===== src/rtl/mgf_pkg.sv =====
package mgf_pkg;

  // Verdict rule: strictly above the threshold forwards the frame.
  function automatic logic fg_exceeds(input int unsigned cnt, input int unsigned thr);
    return cnt > thr;
  endfunction

  // Saturating add used by the foreground counter.
  function automatic int unsigned sat_add(input int unsigned a, input int unsigned b,
                                          input int unsigned lim);
    int unsigned s;
    s = a + b;
    return (s > lim) ? lim : s;
  endfunction

  // Position of a buffer address within its line.
  function automatic logic is_line_end(input int unsigned addr, input int unsigned line_pix);
    return (addr % line_pix) == (line_pix - 1);
  endfunction

  function automatic logic is_last_line(input int unsigned line, input int unsigned lines);
    return line == (lines - 1);
  endfunction

  // Flat memory index of (bank, address).
  function automatic int unsigned mem_index(input int unsigned bank, input int unsigned addr,
                                            input int unsigned depth);
    return bank * depth + addr;
  endfunction

endpackage


===== src/rtl/mgf_frame_tracker.sv =====
module mgf_frame_tracker #(
  parameter int LINE_PIX    = 8,
  parameter int FRAME_LINES = 4,
  parameter int ADDR_W      = 5,
  parameter int LINE_W      = 2
) (
  input  logic              clk,
  input  logic              rst_n,
  input  logic              beat_fire,
  input  logic              beat_sof,
  input  logic              beat_eol,
  output logic              beat_in_frame,
  output logic              frame_start,
  output logic              frame_end,
  output logic              wr_en,
  output logic [ADDR_W-1:0] wr_addr
);
  import mgf_pkg::*;

  localparam int DEPTH = LINE_PIX * FRAME_LINES;
  localparam logic [ADDR_W:0] DEPTH_V = (ADDR_W + 1)'(DEPTH);

  logic              in_frame_q;
  logic [ADDR_W:0]   addr_q;
  logic [LINE_W-1:0] line_q;
  logic [ADDR_W:0]   addr_base;
  logic [LINE_W-1:0] line_base;
  logic              on_last_line;

  assign frame_start   = beat_fire & beat_sof;
  assign beat_in_frame = beat_fire & (beat_sof | in_frame_q);
  assign addr_base     = frame_start ? '0 : addr_q;
  assign line_base     = frame_start ? '0 : line_q;
  assign on_last_line  = is_last_line(32'(line_base), FRAME_LINES);
  assign frame_end     = beat_in_frame & beat_eol & on_last_line;
  assign wr_en         = beat_in_frame & (addr_base < DEPTH_V);
  assign wr_addr       = addr_base[ADDR_W-1:0];

  always_ff @(posedge clk) begin
    if (!rst_n) begin
      in_frame_q <= 1'b0;
      addr_q     <= '0;
      line_q     <= '0;
    end else if (beat_in_frame) begin
      in_frame_q <= !frame_end;
      addr_q     <= (addr_base < DEPTH_V) ? addr_base + (ADDR_W + 1)'(1) : addr_base;
      if (beat_eol && !on_last_line) line_q <= line_base + LINE_W'(1);
      else if (frame_end)            line_q <= '0;
      else                           line_q <= line_base;
    end
  end

  // a start beat always reopens a fresh frame at buffer address one.
  p_restart_r8: assert property (@(posedge clk) disable iff (!rst_n)
    frame_start && !frame_end |=> in_frame_q && (addr_q == (ADDR_W + 1)'(1)));

  // an open frame never reports a line index beyond the frame.
  p_line_range_r2: assert property (@(posedge clk) disable iff (!rst_n)
    in_frame_q |-> (32'(line_q) < FRAME_LINES));

endmodule


===== src/rtl/mgf_fg_counter.sv =====
module mgf_fg_counter #(
  parameter int CNT_W = 6
) (
  input  logic             clk,
  input  logic             rst_n,
  input  logic             beat_in_frame,
  input  logic             frame_start,
  input  logic             frame_end,
  input  logic             fg,
  input  logic [CNT_W-1:0] thr_in,
  output logic             pass_evt,
  output logic             stat_valid,
  output logic             stat_pass,
  output logic [CNT_W-1:0] stat_count
);
  import mgf_pkg::*;

  localparam int unsigned CNT_MAX = (2 ** CNT_W) - 1;

  logic [CNT_W-1:0] count_q;
  logic [CNT_W-1:0] thr_q;
  logic [CNT_W-1:0] count_base;
  logic [CNT_W-1:0] count_next;
  logic [CNT_W-1:0] thr_eff;

  assign count_base = frame_start ? '0 : count_q;
  assign count_next = CNT_W'(sat_add(32'(count_base), 32'(fg), CNT_MAX));
  assign thr_eff    = frame_start ? thr_in : thr_q;
  assign pass_evt   = frame_end & fg_exceeds(32'(count_next), 32'(thr_eff));

  always_ff @(posedge clk) begin
    if (!rst_n) begin
      count_q    <= '0;
      thr_q      <= '0;
      stat_valid <= 1'b0;
      stat_pass  <= 1'b0;
      stat_count <= '0;
    end else begin
      if (beat_in_frame) count_q <= count_next;
      if (frame_start)   thr_q   <= thr_in;
      stat_valid <= frame_end;
      stat_pass  <= pass_evt;
      if (frame_end) stat_count <= count_next;
    end
  end

  // the verdict pulse lasts a single cycle.
  p_status_pulse_r11: assert property (@(posedge clk) disable iff (!rst_n)
    stat_valid |=> !stat_valid);

  // reported verdict agrees with the strict comparison on the held threshold.
  p_strict_compare_r3: assert property (@(posedge clk) disable iff (!rst_n)
    stat_valid |-> (stat_pass == (stat_count > thr_q)));

  // the captured threshold moves only on a start beat.
  p_thr_hold_r4: assert property (@(posedge clk) disable iff (!rst_n)
    !frame_start |=> $stable(thr_q));

  // a start beat leaves the count holding just its own foreground bit.
  p_count_restart_r2: assert property (@(posedge clk) disable iff (!rst_n)
    frame_start |=> (count_q == CNT_W'($past(fg))));

endmodule


===== src/rtl/mgf_frame_store.sv =====
module mgf_frame_store #(
  parameter int PIX_W  = 8,
  parameter int NBUF   = 2,
  parameter int DEPTH  = 32,
  parameter int ADDR_W = 5
) (
  input  logic              clk,
  input  logic              we,
  input  logic              wbank,
  input  logic [ADDR_W-1:0] waddr,
  input  logic [PIX_W-1:0]  wdata,
  input  logic              rbank,
  input  logic [ADDR_W-1:0] raddr,
  output logic [PIX_W-1:0]  rdata
);
  import mgf_pkg::*;

  localparam int WORDS  = NBUF * DEPTH;
  localparam int MEM_AW = (WORDS > 1) ? $clog2(WORDS) : 1;

  logic [PIX_W-1:0]  mem [WORDS];
  logic [MEM_AW-1:0] widx;
  logic [MEM_AW-1:0] ridx;

  assign widx  = MEM_AW'(mem_index(32'(wbank), 32'(waddr), DEPTH));
  assign ridx  = MEM_AW'(mem_index(32'(rbank), 32'(raddr), DEPTH));
  assign rdata = mem[ridx];

  always_ff @(posedge clk) begin
    if (we) mem[widx] <= wdata;
  end

endmodule


===== src/rtl/mgf_frame_reader.sv =====
module mgf_frame_reader #(
  parameter int PIX_W    = 8,
  parameter int LINE_PIX = 8,
  parameter int DEPTH    = 32,
  parameter int ADDR_W   = 5,
  parameter int NBUF     = 2
) (
  input  logic              clk,
  input  logic              rst_n,
  input  logic [1:0]        full_vec,
  input  logic [PIX_W-1:0]  rdata,
  output logic              rbank,
  output logic [ADDR_W-1:0] raddr,
  output logic              done_evt,
  output logic              out_valid,
  output logic              out_sof,
  output logic              out_eol,
  output logic [PIX_W-1:0]  out_pix
);
  import mgf_pkg::*;

  localparam logic [ADDR_W-1:0] LAST_ADDR = ADDR_W'(DEPTH - 1);

  logic rd_active_q;
  logic start_evt;
  logic next_bank;

  assign start_evt = !rd_active_q && full_vec[rbank];
  assign done_evt  = rd_active_q && (raddr == LAST_ADDR);
  assign next_bank = (NBUF == 2) ? ~rbank : 1'b0;

  always_ff @(posedge clk) begin
    if (!rst_n) begin
      rd_active_q <= 1'b0;
      raddr       <= '0;
      rbank       <= 1'b0;
    end else if (start_evt) begin
      rd_active_q <= 1'b1;
      raddr       <= '0;
    end else if (done_evt) begin
      rd_active_q <= 1'b0;
      raddr       <= '0;
      rbank       <= next_bank;
    end else if (rd_active_q) begin
      raddr <= raddr + ADDR_W'(1);
    end
  end

  always_ff @(posedge clk) begin
    if (!rst_n) begin
      out_valid <= 1'b0;
      out_sof   <= 1'b0;
      out_eol   <= 1'b0;
      out_pix   <= '0;
    end else begin
      out_valid <= rd_active_q;
      out_sof   <= rd_active_q && (raddr == '0);
      out_eol   <= rd_active_q && is_line_end(32'(raddr), LINE_PIX);
      out_pix   <= rd_active_q ? rdata : '0;
    end
  end

  // only a filled buffer is ever read out.
  p_read_full_r5: assert property (@(posedge clk) disable iff (!rst_n)
    rd_active_q |-> full_vec[rbank]);

  // beats after the first of a frame follow on back-to-back cycles.
  p_out_contig_r5: assert property (@(posedge clk) disable iff (!rst_n)
    out_valid && !out_sof |-> $past(out_valid));

endmodule


===== src/rtl/motion_frame_gate.sv =====
module motion_frame_gate #(
  parameter int PIX_W       = 8,
  parameter int LINE_PIX    = 8,
  parameter int FRAME_LINES = 4,
  parameter int NBUF        = 2,
  localparam int DEPTH      = LINE_PIX * FRAME_LINES,
  localparam int ADDR_W     = (DEPTH > 1) ? $clog2(DEPTH) : 1,
  localparam int CNT_W      = $clog2(DEPTH + 1),
  localparam int LINE_W     = (FRAME_LINES > 1) ? $clog2(FRAME_LINES) : 1
) (
  input  logic             clk,
  input  logic             rst_n,
  input  logic             in_valid,
  output logic             in_ready,
  input  logic             in_sof,
  input  logic             in_eol,
  input  logic [PIX_W-1:0] in_pix,
  input  logic             in_fg,
  input  logic [CNT_W-1:0] thr_in,
  output logic             out_valid,
  output logic             out_sof,
  output logic             out_eol,
  output logic [PIX_W-1:0] out_pix,
  output logic             stat_valid,
  output logic             stat_pass,
  output logic [CNT_W-1:0] stat_count
);

  logic              beat_fire;
  logic              beat_in_frame;
  logic              frame_start;
  logic              frame_end;
  logic              wr_en;
  logic [ADDR_W-1:0] wr_addr;
  logic              pass_evt;
  logic              done_evt;
  logic              rbank;
  logic [ADDR_W-1:0] raddr;
  logic [PIX_W-1:0]  rdata;
  logic              wr_bank;
  logic [1:0]        full_q;

  assign beat_fire = in_valid & in_ready;
  assign in_ready  = !full_q[wr_bank];

  mgf_frame_tracker #(
    .LINE_PIX(LINE_PIX), .FRAME_LINES(FRAME_LINES), .ADDR_W(ADDR_W), .LINE_W(LINE_W)
  ) u_tracker (
    .clk(clk), .rst_n(rst_n), .beat_fire(beat_fire), .beat_sof(in_sof), .beat_eol(in_eol),
    .beat_in_frame(beat_in_frame), .frame_start(frame_start), .frame_end(frame_end),
    .wr_en(wr_en), .wr_addr(wr_addr)
  );

  mgf_fg_counter #(.CNT_W(CNT_W)) u_counter (
    .clk(clk), .rst_n(rst_n), .beat_in_frame(beat_in_frame), .frame_start(frame_start),
    .frame_end(frame_end), .fg(in_fg), .thr_in(thr_in), .pass_evt(pass_evt),
    .stat_valid(stat_valid), .stat_pass(stat_pass), .stat_count(stat_count)
  );

  mgf_frame_store #(.PIX_W(PIX_W), .NBUF(NBUF), .DEPTH(DEPTH), .ADDR_W(ADDR_W)) u_store (
    .clk(clk), .we(wr_en), .wbank(wr_bank), .waddr(wr_addr), .wdata(in_pix),
    .rbank(rbank), .raddr(raddr), .rdata(rdata)
  );

  mgf_frame_reader #(
    .PIX_W(PIX_W), .LINE_PIX(LINE_PIX), .DEPTH(DEPTH), .ADDR_W(ADDR_W), .NBUF(NBUF)
  ) u_reader (
    .clk(clk), .rst_n(rst_n), .full_vec(full_q), .rdata(rdata), .rbank(rbank),
    .raddr(raddr), .done_evt(done_evt), .out_valid(out_valid), .out_sof(out_sof),
    .out_eol(out_eol), .out_pix(out_pix)
  );

  // Buffer ownership: set by a passing verdict, cleared when the reader finishes.
  for (genvar b = 0; b < 2; b++) begin : g_full
    always_ff @(posedge clk) begin
      if (!rst_n)                                  full_q[b] <= 1'b0;
      else if (pass_evt && (wr_bank == 1'(b)))     full_q[b] <= 1'b1;
      else if (done_evt && (rbank == 1'(b)))       full_q[b] <= 1'b0;
    end
  end

  if (NBUF == 2) begin : g_dbl
    logic wr_bank_q;
    always_ff @(posedge clk) begin
      if (!rst_n)        wr_bank_q <= 1'b0;
      else if (pass_evt) wr_bank_q <= ~wr_bank_q;
    end
    assign wr_bank = wr_bank_q;

    // with both buffers free, a passing frame leaves input open.
    p_dbl_open_r10: assert property (@(posedge clk) disable iff (!rst_n)
      stat_valid && stat_pass && $past(full_q == 2'b00) |-> in_ready);
  end else begin : g_sgl
    assign wr_bank = 1'b0;

    // a passing frame closes the input while it drains.
    p_sgl_stall_r9: assert property (@(posedge clk) disable iff (!rst_n)
      stat_valid && stat_pass |-> !in_ready);
  end

  // a buffer becomes owned by the reader only through a passing verdict.
  p_fill_on_pass_r6: assert property (@(posedge clk) disable iff (!rst_n)
    (|(full_q & ~$past(full_q))) |-> stat_valid && stat_pass);

endmodule


===== config.mk =====
export PLATFORM = sky130hd
export DESIGN_NAME = motion_frame_gate
export DESIGN_NICKNAME = d
export VERILOG_FILES = /design/src/rtl/mgf_pkg.sv /design/src/rtl/mgf_frame_tracker.sv /design/src/rtl/mgf_fg_counter.sv /design/src/rtl/mgf_frame_store.sv /design/src/rtl/mgf_frame_reader.sv /design/src/rtl/motion_frame_gate.sv
export SDC_FILE = /design/constraint.sdc
export NUM_CORES = 1
export LEC_CHECK = 0
export ABC_AREA = 1
export BUFFER_PORTS_ARGS = -buffer_cell sky130_fd_sc_hd__buf_4
export CAP_MARGIN = 5
export CORE_MARGIN = 4
export CORE_UTILIZATION = 45
export CTS_CLUSTER_SIZE = 12
export DETAILED_ROUTE_END_ITERATION = 12
export SYNTH_ARGS = -nofsm -noshare
export SYNTH_HDL_FRONTEND = slang
export SYNTH_HIERARCHICAL = 1
export SYNTH_SLANG_ARGS = --single-unit

===== constraint.sdc =====
create_clock -name clk -period 2.79 [get_ports clk]
set_input_delay 0.558 -clock clk [delete_from_list [all_inputs] [get_ports clk]]
set_output_delay 0.558 -clock clk [all_outputs]
set_load 0.005 [all_outputs]

== Word level (Yosys, flattened, before mapping) ==
Memories as Yosys holds them, arrays and structs flattened. A register that Yosys moved wholly into a read port is not among the register bits.
Cells that the tools add are included.
Widths: inputs -> output; s select.

* Bits in registers: 42
* Bits in latches: 0
* RAM bits: 512
* Memory bits (read-only): 0
* Input bits: 20
* Memories: 1

{| class="wikitable"
|+ Memories
! memory !! depth !! bits a word !! read ports !! clocked after memory_dff !! wr ports !! line !! source
|-
| u_store.mem || 64 || 8 || 1 || 1 || 1 || mgf_frame_store.sv:21 || <nowiki>logic [PIX_W-1:0] mem [WORDS];</nowiki>
|}

* Add/subtract/negate cells: 6
* $mul: 0
* Divide/modulo/power cells: 0
* Order comparisons: 5
* Equal/unequal tests: 3
* Shifts and indexed selects: 0
* Muxes and demuxes: 20
* Bitwise operators: 12
* Reduce and logical (&&, ||, !) cells: 21

{| class="wikitable"
|+ Operators by type and width
! kind !! count
|-
| $mux 6 || 5
|-
| $add 6x5->6 || 2
|-
| $mux 1 || 12
|-
| $logic_and 1x1->1 || 9
|-
| $add 6x1->7 || 1
|-
| $and 1x1->1 || 7
|-
| $gt 7x6->1 const B || 1
|-
| $add 6x1->6 const B || 1
|-
| $gt 6x6->1 || 1
|-
| $lt 6x6->1 const B || 1
|-
| $mux 2 || 3
|-
| $reduce_bool 2->1 || 3
|-
| $add 5x1->5 const B || 1
|-
| $eq 5x5->1 const B || 1
|-
| $logic_not 1->1 || 5
|-
| $logic_not 5->1 || 1
|-
| $lt 1x2->1 const B || 2
|-
| $not 1->1 || 4
|-
| $reduce_and 2->1 || 2
|-
| $eq 3x3->1 const B || 1
|-
| $reduce_or 3->1 || 1
|-
| $add 2x1->2 const B || 1
|-
| $eq 2x2->1 const B || 1
|-
| $or 1x1->1 || 1
|}

== Longest topological paths before layout ==
Gate-level depths: netlist of the first run.

* Depth in word-level cells: 13
* Gate-level depth with buffers: 25

== Cells and area by module ==
The synthesis of the first run kept the hierarchy.

{| class="wikitable"
|+ Modules (own cells, without submodules)
! module !! times used !! cells each !! area an instance (um^2) !! sequential area each (um^2)
|-
| mgf_frame_store || 1 || 1797 || 21179.1 || 15374.7
|-
| mgf_fg_counter || 1 || 151 || 1122.3 || 400.4
|-
| mgf_frame_reader || 1 || 85 || 713.2 || 360.3
|-
| mgf_frame_tracker || 1 || 77 || 516.7 || 180.2
|-
| motion_frame_gate || 1 || 21 || 136.4 || 60.1
|}

== Least setup slack after synthesis of the first run ==
OpenSTA, ideal clock, no wires.

* Path type: input -> register
* From: in in_valid
* To: reg g_dbl.wr_bank_q
* Arrival time: 2893 ps
* Slack: -216 ps
* Stages: 21
* Buffers on the path: 2
* Cell sequence: and3_1 nand2_4 inv_4 buf_6 nor2_1 ha_1 ha_1 nand4_4 nor2_2 nand2_2 buf_6 nand2_1 ha_1 nand2_1 o21bai_1 nand2_1 a21oi_1 nor2_1 nand2_1 nand2_1 nor2_1

* Cells in the longest elaborated chain, start to end: 8
* Elaborated cells between the ends (all ways): 14

{| class="wikitable"
|+ RTL lines
! what !! line !! source
|-
| start: declaration || motion_frame_gate.sv:13 || <nowiki>input logic in_valid,</nowiki>
|-
| $and 1x1->1 (*) || motion_frame_gate.sv:43 || <nowiki>assign beat_fire = in_valid & in_ready;</nowiki>
|-
| $and 1x1->1 (*) || mgf_frame_tracker.sv:30 || <nowiki>assign frame_start = beat_fire & beat_sof;</nowiki>
|-
| net frame_start || motion_frame_gate.sv:31 || <nowiki>logic frame_start;</nowiki>
|-
| $mux 6 (*) || mgf_fg_counter.sv:26 || <nowiki>assign count_base = frame_start ? '0 : count_q;</nowiki>
|-
| $add 6x1->7 (*) || mgf_pkg.sv:12 || <nowiki>s = a + b;</nowiki>
|-
| $gt 7x6->1 || mgf_pkg.sv:13 || <nowiki>return (s > lim) ? lim : s;</nowiki>
|-
| $mux 6 (*) || mgf_pkg.sv:13 ||
|-
| net u_counter.count_next[5] || mgf_fg_counter.sv:23 || <nowiki>logic [CNT_W-1:0] count_next;</nowiki>
|-
| $gt 6x6->1 (*) || mgf_pkg.sv:5 || <nowiki>return cnt > thr;</nowiki>
|-
| $and 1x1->1 (*) || mgf_fg_counter.sv:29 || <nowiki>assign pass_evt = frame_end & fg_exceeds(32'(count_next), 32'(thr_eff));</nowiki>
|-
| net pass_evt || motion_frame_gate.sv:35 || <nowiki>logic pass_evt;</nowiki>
|-
| end signal: assignment || motion_frame_gate.sv:86 || <nowiki>else if (pass_evt) wr_bank_q <= ~wr_bank_q;</nowiki>
|-
| end: declaration || motion_frame_gate.sv:83 || <nowiki>logic wr_bank_q;</nowiki>
|}

Mark *: on every way through the listed nets, which the timed path passes. The rest lies on a longest branch.
A chain may end at the register's enable or synchronous reset.

== Worst setup path in the final report of the first run ==
* From: reg g_dbl.wr_bank_q
* To: reg full_q[0]

* Cells in the longest elaborated chain, start to end: 13
* Elaborated cells between the ends (all ways): 21

{| class="wikitable"
|+ RTL lines
! what !! line !! source
|-
| $mux 1 (not written as such) (*) (2 in a row) || motion_frame_gate.sv:44 || <nowiki>assign in_ready = !full_q[wr_bank];</nowiki>
|-
| $logic_not 1->1 (*) || motion_frame_gate.sv:44 ||
|-
| $and 1x1->1 (*) || motion_frame_gate.sv:43 ||
|-
| net beat_fire || motion_frame_gate.sv:29 || <nowiki>logic beat_fire;</nowiki>
|-
| $and 1x1->1 (*) || mgf_frame_tracker.sv:30 ||
|-
| net frame_start || motion_frame_gate.sv:31 ||
|-
| $mux 6 (*) || mgf_fg_counter.sv:26 ||
|-
| $add 6x1->7 (*) || mgf_pkg.sv:12 ||
|-
| $gt 7x6->1 || mgf_pkg.sv:13 ||
|-
| $mux 6 (*) || mgf_pkg.sv:13 ||
|-
| net u_counter.count_next[1] || mgf_fg_counter.sv:23 ||
|-
| $gt 6x6->1 (*) || mgf_pkg.sv:5 ||
|-
| $and 1x1->1 (*) || mgf_fg_counter.sv:29 ||
|-
| net pass_evt || motion_frame_gate.sv:35 ||
|-
| $logic_and 1x1->1 (*) || motion_frame_gate.sv:77 || <nowiki>else if (pass_evt && (wr_bank == 1'(b))) full_q[b] <= 1'b1;</nowiki>
|-
| $mux 1 / $reduce_bool 2->1 (equally long branches) || n/a ||
|-
| end signal: indexed assignment || motion_frame_gate.sv:76 || <nowiki>if (!rst_n) full_q[b] <= 1'b0;</nowiki>
|-
| end signal: indexed assignment || motion_frame_gate.sv:77 ||
|-
| end signal: indexed assignment || motion_frame_gate.sv:78 || <nowiki>else if (done_evt && (rbank == 1'(b))) full_q[b] <= 1'b0;</nowiki>
|-
| end: declaration || motion_frame_gate.sv:41 || <nowiki>logic [1:0] full_q;</nowiki>
|}

Mark *: on every way through the listed nets, which the timed path passes. The rest lies on a longest branch. The select of a mux whose other input is x is not followed.

==> results of run 1 <==
-- worst max-delay path by stage --
stage,endpoint,slack (ps),from
after global routing,full_q[0]$_SDFFE_PN0P_,0.7,g_dbl.wr_bank_q$_SDFFE_PN0P_
after global placement,g_dbl.wr_bank_q$_SDFFE_PN0P_,-10,in_valid
after detailed placement,full_q[1]$_SDFFE_PN0P_,-100,in_valid
final,full_q[0]$_SDFFE_PN0P_,190,g_dbl.wr_bank_q$_SDFFE_PN0P_
after CTS,full_q[1]$_SDFFE_PN0P_,120,g_dbl.wr_bank_q$_SDFFE_PN0P_
after floorplan,u_store/mem[48][0]$_DFFE_PP_,-4,in_valid
-- power by group --
group	leakage (nW)	switching [mW]	internal [mW]	total (mW)
clock network	0.854	3.05	4.08	7.13
logic	4.14	0.313	0.125	0.438
registers	5.01	0.0180	9.21	9.23
total	10.0	3.38	13.4	16.8
-- stage by stage --
stage / power, mW / cells
after floorplan: 9.59 / 2131
after global placement: 9.84 / 2854
after detailed placement: 9.85 / 2854
after CTS: 17.0 / 2957
after global routing: 17.4 / 2957
final: 16.8 / 2957
-- final cells by class --
cell class                      count  area (um2)  share of cell area, %
Tap cell                          680         851                   3.17
Clock inverter                     22         123                  0.457
Sequential cell                   562       16400                   61.1
Timing Repair Buffer              164        1340                   5.01
Multi-Input combinational cell   1375        6220                   23.2
Clock buffer                       81        1610                   6.01
Inverter                           73         294                   1.10
-- logic make-up (layout without fill, tap and decap cells) --
logic type | after synthesis | in the layout | share of synthesized area [%]
AND/OR/NAND/NOR | 1319 | 1319 | 24.0
flip-flops | 562 | 562 | 69.2
buffers and inverters | 194 | 340 | 4.87
AO/OA/AOI/OAI | 35 | 35 | 0.883
adder cells (fa/ha/maj) | 13 | 13 | 0.687
multiplexers | 5 | 5 | 0.211
XOR/XNOR | 3 | 3 | 0.143
-- sequential cells by signal, summed over array words and instances, names as in the netlist, 2 cells and up --
name / flops
u_counter/thr_q: 6
u_counter/stat_count: 6
full_q: 2
u_reader/raddr: 5
u_store/mem: 512
u_reader/out_pix: 8
u_tracker/addr_q: 6
u_counter/count_q: 6
u_tracker/line_q: 2
-- worst max-delay path, stage by stage (launching register included) --
cell	delay, ps
dfxtp_2	330
inv_1	50
nand2_1	70
and3_4	220
nand2_8	60
inv_6	90
nor2_4	40
ha_4	160
ha_4	160
nand4_4	80
nor2_4	60
nand2_4	70
buf_4	120
nand2_4	40
ha_1	290
inv_1	50
o21bai_1	160
a21oi_2	90
nor2_2	160
nand2_1	100
a21oi_2	140
-- layer usage --
layer,routed length [um],vias up
li1,-,7550
met1,24500,7604
met2,27300,505
met3,3810,115
met4,1610,0
met5,0,-
-- cell usage after synthesis (all sizes together) --
master	count
nor2	122
nand2	718
nor3b	1
buf	103
o211ai	1
o21bai	3
clkinv	1
mux2i	5
dfxtp	50
xnor2	1
and3	1
a21oi	17
ha	13
clkbuf	18
nor3	3
nor4	8
inv	72
edfxtp	512
nand4	12
and2	1
o22ai	1
o21ai	13
nand3	453
xor2	2
-- timing repair --
action	4_1_cts	5_1_grt
setup endpoints to repair	0	3
hold endpoints to repair	0	0
hold buffers	0	0
gates resized for setup	0	4
==> results.cfg, run 1 <==
[global_routing]
grtUsageTotal_pct = 20.1
use_met1_pct = 27.8
grt-busiest-layer = met2
grt.overflow.total = 0
grt_pass1_vias = 15300
grt_pass1_wl_um = 88300
grt_max_degree = 132
antenna_found_initial = 0
grtUsageMet2_pct = 32.5
gr-usage-met3_pct = 3.78

[final_layout]
area_growth_syn_to_layout_pct = 13.4
layout_commonest_cell = nand2_1
final_cell_area_mm2 = 0.0268
num_antenna_cells = 0
layout_common_cells = nand2_1, edfxtp_1, nand3_1
layout.nets = 2267
drive_above_1_share_pct = 12.7
fill_cells = 4483
finish.utilization_pct = 51.9

[detailed_routing]
vias = 15800
drt_first_iter_violations = 1511
drc = 0
viasPerCell = 5.33
drt-total-wl_um = 57300
ant_nets = 0
wl_per_cell_um = 19.4
drt-pass1-iter-count = 5

[timing]
fmax_ghz = 0.384
final-hold-violation-count = 0
slew_viol_final = 0
fin_setup_tns_ps = 0
setup_viol = 0
relSlewSlack_pct = 41.5
tightest_slew_ps = 877
fin_crit_sh_pct = 93.3
fin_worst_skew_ps = 15.9
rsz0062_at_grt = false
finalWorstSetupSlack_ps = 187
hold_ws_ps = 236
period_minus_slack_ps = 2600

[cts]
cts.sinks = 562
cts-root-buf = clkbuf_16
cts_tree = built
cts_buffer_depth = 3
post-cts-setup-buffers = 0
clk_pin_slew_ps = 50
numCtsBuffers = 58
clk_latency_ps = 610
h-tree-depth = 2

[setup_path]
rr_worst_depth = 20
arrival_ps = 3140
rrSetupSlack_ps = 190
crit_type = flop to flop
crit_required_ps = 3330
r2r-start = g_dbl.wr_bank_q$_SDFFE_PN0P_
end_kind = flop
reg2reg_to = full_q[0]$_SDFFE_PN0P_
startpoint_type = flop
path_max_fanout = 5

[logic_synthesis]
synthTopCellsByArea = edfxtp_1, nand2_1, nand3_1, dfxtp_1, nor2_1
synth_area_leader_cell = edfxtp_1
synth-seq-cells = 562
synth_top_area_share_pct = 65.0
syn_inst = 2131
synth_nets = 2164
yosysUniqueCellTypes = 45
yosysWarnings = 6
ys_seq_area_share_pct = 69.2
synthesis.area_mm2 = 0.0237
avgSynthCellArea_um2 = 11.1

[pwr]
power.density_mw_per_mm2 = 626
power.leakage_nw = 10.0
ir_worst_vdd_v = 0.000483

[run_status]
status = finished clean

[floorplanning]
die_w_um = 237
coreArea_mm2 = 0.0517
ios = 40
row_count = 83
die-area_mm2 = 0.0563
die_y_um = 237
start_util_pct = 45.8

[placed_design]
dp_slack_ps = -103
io_buffers = 39
gp_congestion = 0.910
dp_hpwl_um = 33400
dpl_cell_area_mm2 = 0.0251

[hold_path]
holdPathEnd = u_counter/thr_q[3]$_SDFF_PN0_
hold_depth = 3
worstHoldStart = thr_in[3]
hold_path.class = input pin to flop

[run]
maxCapViolations = 0
No activity file was read; power rests on OpenSTA's default activity.
==> run 2: changes to the inputs <==
==> constraint.sdc (replaced) <==
create_clock -name clk -period 2.8 [get_ports clk]
set_input_delay 0.56 -clock clk [delete_from_list [all_inputs] [get_ports clk]]
set_output_delay 0.56 -clock clk [all_outputs]
set_load 0.005 [all_outputs]
==> run 2 against run 1 <==
Via count is essentially flat. Power grew 1.6%. Highest routed layer unchanged. Non-clock buffer count grew 2. Critical endpoint unchanged. Maximum frequency shrank 1.1%. Largest power group unchanged.
==> results.cfg, run 2 (same netlist as run 1, synthesis figures left out) <==
[final_layout]
layout_common_cells = nand2_1, edfxtp_1, nand3_1
layout.nets = 2270
finish.utilization_pct = 52.1
top_regs = u_store/mem: 512 flops, u_reader/out_pix: 8 flops
num_antenna_cells = 0
largest_register = u_store/mem
final_cell_area_mm2 = 0.0270
layout_commonest_cell = nand2_1
area_growth_syn_to_layout_pct = 13.9
fin_cells = 2962
largest_register_ffs = 512
drive_above_1_share_pct = 13.1

[pwr]
p_int_mw = 13.7
clkPwrFrac_pct = 43.5
seqPwrFrac_pct = 53.9
swShare_pct = 20.0
switchingPower_mw = 3.41
power.leakage_nw = 10.1
p_comb_share_pct = 2.6
power.density_mw_per_mm2 = 633
ir_worst_vdd_v = 0.000450

[detailed_routing]
vias = 15800
drc = 0
viasPerCell = 5.32
ant_nets = 0
wl_per_cell_um = 19.6
drt_first_iter_violations = 1466
drt-pass1-iter-count = 7
drt-total-wl_um = 57900

[hold_path]
hold_path.class = input pin to flop

[floorplanning]
row_count = 83
die-area_mm2 = 0.0563
start_util_pct = 45.8
die_w_um = 237
die_y_um = 237
ios = 40
coreArea_mm2 = 0.0517

[cts]
numCtsBuffers = 59
cts_tree = built
cts-root-buf = clkbuf_16
cts_buffer_depth = 3
clk_pin_slew_ps = 60
cts.sinks = 562
clk_latency_ps = 610
h-tree-depth = 2
ctsHoldBuffers = 0

[timing]
period_minus_slack_ps = 2630
tightest_slew_ps = 902
hold_ws_ps = 233
fin_worst_skew_ps = 9.44
relSlewSlack_pct = 39.9
fin_crit_sh_pct = 94.0
fmax_ghz = 0.380
setup_viol = 0
final-hold-violation-count = 0
slew_viol_final = 0

[setup_path]
startpoint_type = flop
path_max_fanout = 5
end_kind = flop
crit_required_ps = 3330
arrival_ps = 3160
crit_type = flop to flop

[placed_design]
dpl_cell_area_mm2 = 0.0251
dp_hpwl_um = 33600
dp_cells = 2855
gp_congestion = 0.896
io_buffers = 39

[global_routing]
grtUsageTotal_pct = 20.4
grt_pass1_wl_um = 89500
grt.overflow.total = 0
grt_pass1_vias = 15500
antenna_found_initial = 0
grt_max_degree = 134

[run_status]
status = finished clean

[run]
maxCapViolations = 0
run 2: cell types whose count changed in the layout (fill, tap and decap cells not counted), sizes merged:
cell / before / now
buf: 164 / 166
clkinv: 22 / 20
bufinv: 1 / 3
clkbuf: 81 / 84
run 2: power by group through the flow:
| stage | Clock (mW) | Sequential, mW | Combinational [mW] |
|---|---|---|---|
| 6_report | 7.43 | 9.19 | 0.443 |
| 2_1_floorplan | 0 | 9.37 | 0.191 |
| 3_5_place_dp | 0 | 9.37 | 0.446 |
| 5_1_grt | 7.97 | 9.19 | 0.493 |
| 3_3_place_gp | 0 | 9.37 | 0.437 |
| 4_1_cts | 7.60 | 9.19 | 0.448 |
run 2: routing by layer:
layer / up-vias / GRT usage (%) / share of wire (%)
li1: 7567 / - / -
met1: 7604 / 28.4 / 44
met2: 479 / 32.7 / 47
met3: 118 / 3.54 / 6.1
met4: 0 / 6.72 / 3.3
met5: - / 0 / 0
run 2: path summary, 6_finish.rpt:
path,start,end,slack [ps],depth (start not counted)
worst min register to register,u_counter/thr_q[0]$_SDFF_PN0_,u_counter/thr_q[0]$_SDFF_PN0_,470,2
worst max register to register,g_dbl.wr_bank_q$_SDFFE_PN0P_,full_q[0]$_SDFFE_PN0P_,170,20
worst max-delay path,g_dbl.wr_bank_q$_SDFFE_PN0P_,full_q[0]$_SDFFE_PN0P_,170,20
worst min-delay path,thr_in[3],u_counter/thr_q[3]$_SDFF_PN0_,230,3
run 2: final cells by class:
| cell class | instances | area [um2] |
|---|---|---|
| Fill cell | 4497 | 24800 |
| Clock buffer | 84 | 1660 |
| Multi-Input combinational cell | 1375 | 6230 |
| Clock inverter | 22 | 174 |
| Timing Repair Buffer | 166 | 1360 |
| Sequential cell | 562 | 16400 |
| Inverter | 73 | 294 |
| Tap cell | 680 | 851 |
run 2: critical path, cell delays in order, from the launching register on:
cell	delay, ps
dfxtp_2	360
inv_2	50
nand2_2	80
and3_4	230
nand2_8	60
inv_6	80
nor2_4	40
ha_4	160
ha_4	160
nand4_4	80
nor2_4	50
nand2_4	80
nand2_1	110
ha_4	280
nand2_1	70
o21bai_1	150
nand2_1	90
a21oi_2	50
nor2_2	130
nand2_1	90
a21oi_2	150
run 2: timing repair:
item,CTS,global route
endpoints found under the setup margin,0,3
setup buffers,0,1
gates resized for setup,0,9
run 2: per-stage QoR:
stage	setup slack, ps	power, mW	TNS [ps]
after floorplan	4.46	9.56	0
after CTS	114	17.2	0
after global routing	-13.3	17.7	-13.3
final	169	17.1	0
after global placement	6.77	9.80	0
after detailed placement	-48.3	9.81	-126
